<file path="src/rtl/dma_arb_pkg.sv">
package dma_arb_pkg;

    typedef enum logic [1:0] {
        ST_IDLE    = 2'd0,
        ST_OWN     = 2'd1,
        ST_RELEASE = 2'd2
    } arb_state_e;

endpackage

</file>
<file path="src/rtl/dma_req_select.sv">
module dma_req_select #(
    parameter int NUM_LINES = 16,
    parameter int SEL_W     = (NUM_LINES > 1) ? $clog2(NUM_LINES) : 1
) (
    input  logic                 chan_on,
    input  logic                 work_left,
    input  logic                 mem_paced,
    input  logic [SEL_W-1:0]     line_idx,
    input  logic [NUM_LINES-1:0] single_lines,
    input  logic [NUM_LINES-1:0] burst_lines,
    output logic                 chan_req,
    output logic                 chan_burst
);

    logic picked_single;
    logic picked_burst;

    always_comb begin
        picked_single = single_lines[line_idx];
        picked_burst  = burst_lines[line_idx];
        // gating by the channel enable comes first
        chan_req   = chan_on && work_left && (mem_paced || picked_single || picked_burst);
        // burst wins when both kinds are shown
        chan_burst = mem_paced || picked_burst;
    end

endmodule

</file>
<file path="src/rtl/dma_prio_pick.sv">
module dma_prio_pick #(
    parameter int NUM_CH = 2,
    parameter int CH_W   = (NUM_CH > 1) ? $clog2(NUM_CH) : 1
) (
    input  logic [NUM_CH-1:0] req_vec,
    output logic              any_req,
    output logic [CH_W-1:0]   win_idx
);

    // lowest channel index has the highest priority
    always_comb begin
        any_req = 1'b0;
        win_idx = '0;
        for (int c = NUM_CH - 1; c >= 0; c--) begin
            if (req_vec[c]) begin
                any_req = 1'b1;
                win_idx = CH_W'(c);
            end
        end
    end

endmodule

</file>
<file path="src/rtl/dma_req_arbiter.sv">
module dma_req_arbiter
    import dma_arb_pkg::*;
#(
    parameter int NUM_LINES = 16,
    parameter int NUM_CH    = 2,
    localparam int SEL_W    = (NUM_LINES > 1) ? $clog2(NUM_LINES) : 1,
    localparam int CH_W     = (NUM_CH > 1) ? $clog2(NUM_CH) : 1
) (
    input  logic                      clk,
    input  logic                      rst_n,
    input  logic                      ctrl_enable,
    input  logic [NUM_CH-1:0]         ch_enable,
    input  logic [NUM_CH*SEL_W-1:0]   ch_line_sel,
    input  logic [NUM_CH-1:0]         ch_mem_paced,
    input  logic [NUM_CH-1:0]         ch_work_left,
    input  logic [NUM_LINES-1:0]      line_single_req,
    input  logic [NUM_LINES-1:0]      line_burst_req,
    input  logic                      master_busy,
    input  logic                      xfer_done,
    output logic [NUM_CH-1:0]         grant,
    output logic                      grant_burst,
    output logic [NUM_LINES-1:0]      line_single_ack,
    output logic [NUM_LINES-1:0]      line_burst_ack
);

    logic [NUM_CH-1:0] ch_req;
    logic [NUM_CH-1:0] ch_burst;
    logic [SEL_W-1:0]  sel_arr [NUM_CH];

    genvar gc;
    generate
        for (gc = 0; gc < NUM_CH; gc++) begin : g_chan
            assign sel_arr[gc] = ch_line_sel[gc*SEL_W +: SEL_W];

            dma_req_select #(
                .NUM_LINES (NUM_LINES),
                .SEL_W     (SEL_W)
            ) u_sel (
                .chan_on      (ch_enable[gc]),
                .work_left    (ch_work_left[gc]),
                .mem_paced    (ch_mem_paced[gc]),
                .line_idx     (sel_arr[gc]),
                .single_lines (line_single_req),
                .burst_lines  (line_burst_req),
                .chan_req     (ch_req[gc]),
                .chan_burst   (ch_burst[gc])
            );

            // a disabled channel never presents a request
            a_r3_disabled_quiet: assert property (@(posedge clk) disable iff (!rst_n)
                !ch_enable[gc] |-> !ch_req[gc]);
        end
    endgenerate

    logic            pick_valid;
    logic [CH_W-1:0] pick_idx;

    dma_prio_pick #(
        .NUM_CH (NUM_CH),
        .CH_W   (CH_W)
    ) u_pick (
        .req_vec (ch_req),
        .any_req (pick_valid),
        .win_idx (pick_idx)
    );

    arb_state_e       state_q, state_d;
    logic [CH_W-1:0]  owner_q;
    logic             burst_q;
    logic             mem_q;
    logic [SEL_W-1:0] line_q;
    logic             take_grant;

    assign take_grant = ctrl_enable && !master_busy && pick_valid;

    // next-state logic
    always_comb begin
        state_d = state_q;
        unique case (state_q)
            ST_IDLE:    if (take_grant) state_d = ST_OWN;
            ST_OWN:     if (xfer_done)  state_d = ST_RELEASE;
            ST_RELEASE: state_d = ST_IDLE;
            default:    state_d = ST_IDLE;
        endcase
    end

    // state register and grant context
    always_ff @(posedge clk or negedge rst_n) begin
        if (!rst_n) begin
            state_q <= ST_IDLE;
            owner_q <= '0;
            burst_q <= 1'b0;
            mem_q   <= 1'b0;
            line_q  <= '0;
        end else begin
            state_q <= state_d;
            if (state_q == ST_IDLE && take_grant) begin
                owner_q <= pick_idx;
                burst_q <= ch_burst[pick_idx];
                mem_q   <= ch_mem_paced[pick_idx];
                line_q  <= sel_arr[pick_idx];
            end
        end
    end

    // outputs from state
    always_comb begin
        grant           = '0;
        grant_burst     = 1'b0;
        line_single_ack = '0;
        line_burst_ack  = '0;
        unique case (state_q)
            ST_IDLE: ;
            ST_OWN: begin
                for (int c = 0; c < NUM_CH; c++)
                    grant[c] = (owner_q == CH_W'(c));
                grant_burst = burst_q;
            end
            ST_RELEASE: begin
                if (!mem_q) begin
                    if (burst_q) line_burst_ack[line_q]  = 1'b1;
                    else         line_single_ack[line_q] = 1'b1;
                end
            end
            default: ;
        endcase
    end

    // single master, at most one owner
    a_r6_onehot_grant: assert property (@(posedge clk) disable iff (!rst_n)
        $onehot0(grant));

    // grant frozen until the transaction ends
    a_r8_hold_grant: assert property (@(posedge clk) disable iff (!rst_n)
        (|grant && !xfer_done) |=> $stable(grant));

    // completion drops the grant on the next edge
    a_r10_release: assert property (@(posedge clk) disable iff (!rst_n)
        (|grant && xfer_done) |=> (grant == '0));

    // at most one acknowledge bit at a time, never alongside a grant
    a_r10_ack_single_bit: assert property (@(posedge clk) disable iff (!rst_n)
        ($countones({line_single_ack, line_burst_ack}) <= 1) &&
        (!(|{line_single_ack, line_burst_ack}) || grant == '0));

    // channel 0 wins whenever it requests at an arbitration point
    a_r5_ch0_first: assert property (@(posedge clk) disable iff (!rst_n)
        (state_q == ST_IDLE && ctrl_enable && !master_busy && ch_req[0]) |=> grant[0]);

    // busy master blocks new grants
    a_r7_busy_blocks: assert property (@(posedge clk) disable iff (!rst_n)
        (grant == '0 && master_busy) |=> (grant == '0));

    // controller off blocks new grants
    a_r2_ctrl_off: assert property (@(posedge clk) disable iff (!rst_n)
        (grant == '0 && !ctrl_enable) |=> (grant == '0));

endmodule

</file>
<file path="config.mk">
export PLATFORM = sky130hd
export DESIGN_NAME = dma_req_arbiter
export DESIGN_NICKNAME = d
export VERILOG_FILES = /design/src/rtl/dma_arb_pkg.sv /design/src/rtl/dma_req_select.sv /design/src/rtl/dma_prio_pick.sv /design/src/rtl/dma_req_arbiter.sv
export SDC_FILE = /design/constraint.sdc
export NUM_CORES = 1
export LEC_CHECK = 0
export ABC_AREA = 1
export ABC_CLOCK_PERIOD_IN_PS = 3900
export BUFFER_PORTS_ARGS = -buffer_cell sky130_fd_sc_hd__buf_2
export CAP_MARGIN = 20
export CELL_PAD_IN_SITES_DETAIL_PLACEMENT = 1
export CELL_PAD_IN_SITES_GLOBAL_PLACEMENT = 1
export CORE_AREA = 2 2 76 78
export DETAILED_ROUTE_END_ITERATION = 10
export DIE_AREA = 0 0 78 80
export PLACE_DENSITY_LB_ADDON = 0.25
export SKIP_CTS_REPAIR_TIMING = 1
export SLEW_MARGIN = 10
export SYNTH_ARGS = -nofsm -noshare
export SYNTH_HDL_FRONTEND = slang
export SYNTH_SLANG_ARGS = --single-unit
</file>
<file path="constraint.sdc">
create_clock -name clk -period 3.9 [get_ports clk]
set_input_delay 0.585 -clock clk [delete_from_list [all_inputs] [get_ports clk]]
set_output_delay 0.585 -clock clk [all_outputs]
set_load 0.05 [all_outputs]
</file>
After elaboration in Yosys (flattened, before gate mapping)
Cells that the tools add are included.

Input port bits: 51. Output and inout port bits: 35. Register bits: 9.

Multiplexer cells: 31. Equality and inequality tests: 4. Reductions and logical operators: 17. Magnitude comparators: 6. Bitwise operators: 2.

Operators with widths (number): $mux 16 (6); $bmux 1 s4 (4); $lt 4x5->1 const B (3); $mux 1 (13); $mux 4 (3); $logic_and 1x1->1 (8); $logic_or 1x1->1 (6); $mux 2 (3); $demux 1 s4 (1); $ge 4x1->1 const B (1); $ne 2x2->1 const B (2); $pmux 2 s2 (1); $eq 2x1->1 const B (1); $eq 2x2->1 const B (1); $ge 2x2->1 const B (1); $logic_not 2->1 (1); $lt 1x2->1 const B (1); $not 1->2 (1); $reduce_and 2->1 (1); $logic_not 1->1 (1); $not 1->1 (1).

Longest topological paths before layout
Depth after elaboration: 11. Mapped depth: 15. Depth with buffers taken out: 14.

Cells and area by module
A second synthesis with hierarchy kept.

Cell total of the unflattened synthesis: 316. Area total of the unflattened synthesis: 1650.3 µm².

Modules (own cells, without submodules): dma_req_select (times used 2, sequential area each 0.0 µm², cells each 88, area an instance 425.4 µm²); dma_req_arbiter (times used 1, sequential area each 225.2 µm², cells each 136, area an instance 782.0 µm²); dma_prio_pick (times used 1, sequential area each 0.0 µm², cells each 4, area an instance 17.5 µm²).

Least setup slack after synthesis
Ideal clock, no wire load.

Path kind: flip-flop to output port. From: reg state_q[0]. To: out line_single_ack[10]. Data required time: 3315 ps. Slack: 1778 ps. Arrival: 1537 ps. Buffers on the path: 1. Stages on the path, launching flop included: 5. Path through: dfrtp_1 inv_1 nand4_1 clkbuf_1 nor2_1.

Cells in the longest elaborated chain, start to end: 2.

RTL lines: start, declared (RTL line dma_req_arbiter.sv:67) `arb_state_e state_q, state_d;`; start signal, assigned (RTL line dma_req_arbiter.sv:96) `state_q <= state_d;`; $eq 2x2->1 (RTL line dma_req_arbiter.sv:112) `unique case (state_q)`; $mux 16 (RTL line dma_req_arbiter.sv:112); end, declared (RTL line dma_req_arbiter.sv:22) `output logic [NUM_LINES-1:0] line_single_ack,`.

Every way passes these cells.

Final worst setup path
From: reg state_q[0]. To: out line_burst_ack[0].

Cells in the longest elaborated chain, start to end: 2.

RTL lines: $eq 2x2->1 (RTL line dma_req_arbiter.sv:112); $mux 16 (RTL line dma_req_arbiter.sv:112); end, declared (RTL line dma_req_arbiter.sv:23) `output logic [NUM_LINES-1:0] line_burst_ack`.

Every way passes these cells.

==> key figures <==
Status
  – Status: finished clean

Worst setup path
  – Critical setup path kind: register to primary output
  – CP startpoint: state_q[0]$_DFFE_PN0P_
  – Startpoint Class: register
  – Worst reg2reg endpoint: line_q[3]$_DFFE_PN0P_
  – Worst-case reg-to-reg path depth: 5
  – Worst setup EP type: primary output
  – Reg-to-Reg Start: state_q[1]$_DFFE_PN0P_
  – Critical Path AT: 1.73 ns
  – Peak fanout along the critical path: 16
  – Required @ worst endpoint: 3.31 ns
  – Flop2flop setup slack: 2.29 ns

Timing
  – Hold violation count in the final report: 0
  – Max Slew Vio Count: 0
  – Worst clock skew: 0.00122 ns
  – Fin Setup TNS: 0 ns
  – Slew margin rel.: 39.8%
  – Final period util: 59.2%
  – Fmax: about 430 MHz
  – Final setup vio count: 0
  – Worst slew pin tran: between 0.8 and 0.9 ns
  – Post-route minimum period: ~2.3 ns
  – Unrepaired setup endpoints after global routing: no

Synthesis
  – Syn Nets: 344
  – Sequential element share of the synthesized area: 14.3%
  – #FFs+latches synth: 9
  – Synth async-reset ratio: 100%
  – Post-Syn Instances: 293
  – Synth Area per Inst: 5.38 um^2
  – YS warnings: 0
  – Post-synth cell types: 30
  – EDFF count, synth: 0
  – Top_reg_cell synth: dfrtp_1
  – Post-synth design cell area: around 0.0016 mm^2

Detailed routing
  – Initial DRC count: 71
  – Vias: 2036
  – WL final: 5330 um
  – Wire length per cell: around 12 um
  – Routed Antenna Nets: 0
  – Detailed-route vias per instance: 4.59
  – Post-route DRC: 0
  – DR pass1 iterations: 4

Die
  – Placement row count: 27
  – # IOs: 86
  – Die X-Extent: 78 um
  – Die height: 80 um
  – Core area: 0.00541 mm^2
  – Die footprint: 0.00624 mm^2
  – Initial Util: 29.1%

Clocking
  – Bufs on Longest Clock Path: 2
  – Root Driver: clkbuf_8
  – CTS H-tree lvls: 1
  – Clock slew at reported path FFs: about 0.040 ns
  – CTS Buf Count: 3
  – Worst-Skew Late Latency: 0.23 ns
  – TritonCTS clock tree: yes
  – Clock sink total: 9

Cells and area
  – # diodes: 0
  – Fin area: approximately 0.0020 mm^2
  – Fraction of layout cells with a size suffix above 1: 28.8%
  – Layout area overhead: 29.8%
  – Fin nets: 424
  – Layout fillers: ~820
  – Multi-input logic area: 0.00108 mm^2
  – Register area: 225 um^2

Power
  – Sw frac: 45.7%
  – Peak VDD IR: 0.000157 V
  – Leak: 1.20 nW
  – Sequential Power Share: 28.2%
  – Tot Pwr: 0.492 mW
  – Net switching power figure: 0.225 mW
  – Internal Power: 0.267 mW
  – Comb pwr share: 49.8%
  – Power per standard cell area: 240 mW/mm^2
  – Clock power share: 22.0%

Global route
  – Pin count of the biggest net entering global routing: 29
  – Vias in the first global route: 1997
  – Met2 Use GR: 32.3%
  – GRT overflow: 0
  – Gr usage total: approximately 18%
  – Met1 usage: 23.9%
  – First-pass GRT wire length: just over 9000 um
  – Initial antenna violation count: 0
  – Met3 Resource Use GR: under 10%
  – GR peak layer: met2

Placement
  – DP HPWL: 4490 um
  – Count of input and output buffers: 85
  – GPL Wtd Cong: 0.807
  – Post-DP Area: 0.00200 mm^2

Min path
  – HP Class: input port to async pin

Flow run
  – MaxCap Viol Count: 0
cells in the final DEF (no fill, tap or decap):
cell type | synthesis | final
clkbuf_1 | 2 | 1
nor2_2 | 1 | 1
inv_2 | 2 | 2
dfrtp_1 | 9 | 9
inv_6 | 1 | 1
a21oi_1 | 1 | 1
or2_2 | 1 | 1
nand2_4 | 3 | 3
inv_1 | 44 | 44
nand2_8 | 1 | 1
buf_2 | 1 | 85
nand3_1 | 41 | 41
nand2_2 | 2 | 2
nand3_2 | 1 | 1
o211ai_1 | 11 | 11
o21ai_1 | 4 | 4
or2_0 | 1 | 1
clkbuf_8 | 0 | 3
or2_1 | 2 | 2
nand2_1 | 100 | 100
a21oi_2 | 3 | 3
o21ai_0 | 2 | 2
nor4_1 | 1 | 1
o21bai_4 | 1 | 1
nand4_1 | 2 | 2
nor2_4 | 2 | 2
nor2_1 | 46 | 46
o211ai_2 | 1 | 1
how the worst max path moves through the flow:
stage                                       end  slack, ns  cells after the start
final                         line_burst_ack[0]       1.59                      4
after global placement    line_q[3]$_DFFE_PN0P_       1.50                     14
after detailed placement  line_q[3]$_DFFE_PN0P_       1.44                     14
after floorplan             line_single_ack[10]       1.78                      4
after CTS                     line_burst_ack[0]       1.56                      4
after global routing         line_single_ack[5]       1.34                      4
area by class of cell:
cell class	instances	area share (%)
Sequential cell	9	11.0
Tap cell	72	4.41
Timing Repair Buffer	85	20.8
Multi-Input combinational cell	227	52.7
Inverter	47	8.87
Clock buffer	4	2.20
registers in the layout (all words and copies together), names as in the netlist:
signal,count
line_q,4
state_q,2
burst_q,1
mem_q,1
owner_q,1
worst max-delay path: stages (launching register included):
cell and delay [ns]:
dfrtp_1 0.37, inv_1 0.09, nand4_1 0.48, nor2_1 0.26, buf_2 0.29
per-stage QoR:
| step | hold slack [ns] | setup slack, ns | util (%) | std cells |
|---|---|---|---|---|
| 3_5_place_dp | 0.451 | 1.44 | 37.0 | 440 |
| 5_1_grt | 0.206 | 1.34 | 37.8 | 444 |
| 4_1_cts | 0.197 | 1.56 | 37.8 | 444 |
| 3_3_place_gp | 0.447 | 1.50 | 37.0 | 440 |
| 6_report | 0.192 | 1.59 | 37.8 | 444 |
| 2_1_floorplan | 0.289 | 1.78 | - | 293 |
routing by layer:
metal | routed length, um | vias up
li1 | - | 1071
met1 | 2500 | 914
met2 | 2570 | 47
met3 | 223 | 4
met4 | 36 | 0
met5 | 0 | -
kinds of logic after synthesis:
group	synth area share, %
buffers and inverters	17.3
flip-flops	14.3
AND/OR/NAND/NOR	57.3
AO/OA/AOI/OAI	11.1
power by group through the flow:
| stage | combinational [mW] | sequential [mW] | clock [mW] |
|---|---|---|---|
| 6_report | 0.245 | 0.138 | 0.108 |
| 5_1_grt | 0.284 | 0.143 | 0.116 |
| 4_1_cts | 0.249 | 0.140 | 0.112 |
| 3_5_place_dp | 0.248 | 0.141 | 0 |
| 3_3_place_gp | 0.240 | 0.140 | 0 |
| 2_1_floorplan | 0.181 | 0.134 | 0 |
cell usage after synthesis, types with 3 or more instances:
cell,n,share of area (%)
nand2_4,3,2.1
o21ai_1,4,1.3
dfrtp_1,9,14
buf_6,5,3.6
nor2_1,46,11
nand2_1,100,24
o211ai_1,11,5.2
inv_1,44,10
nand3_1,41,13
a21oi_2,3,1.7
No activity file was read; power rests on OpenSTA's default activity.
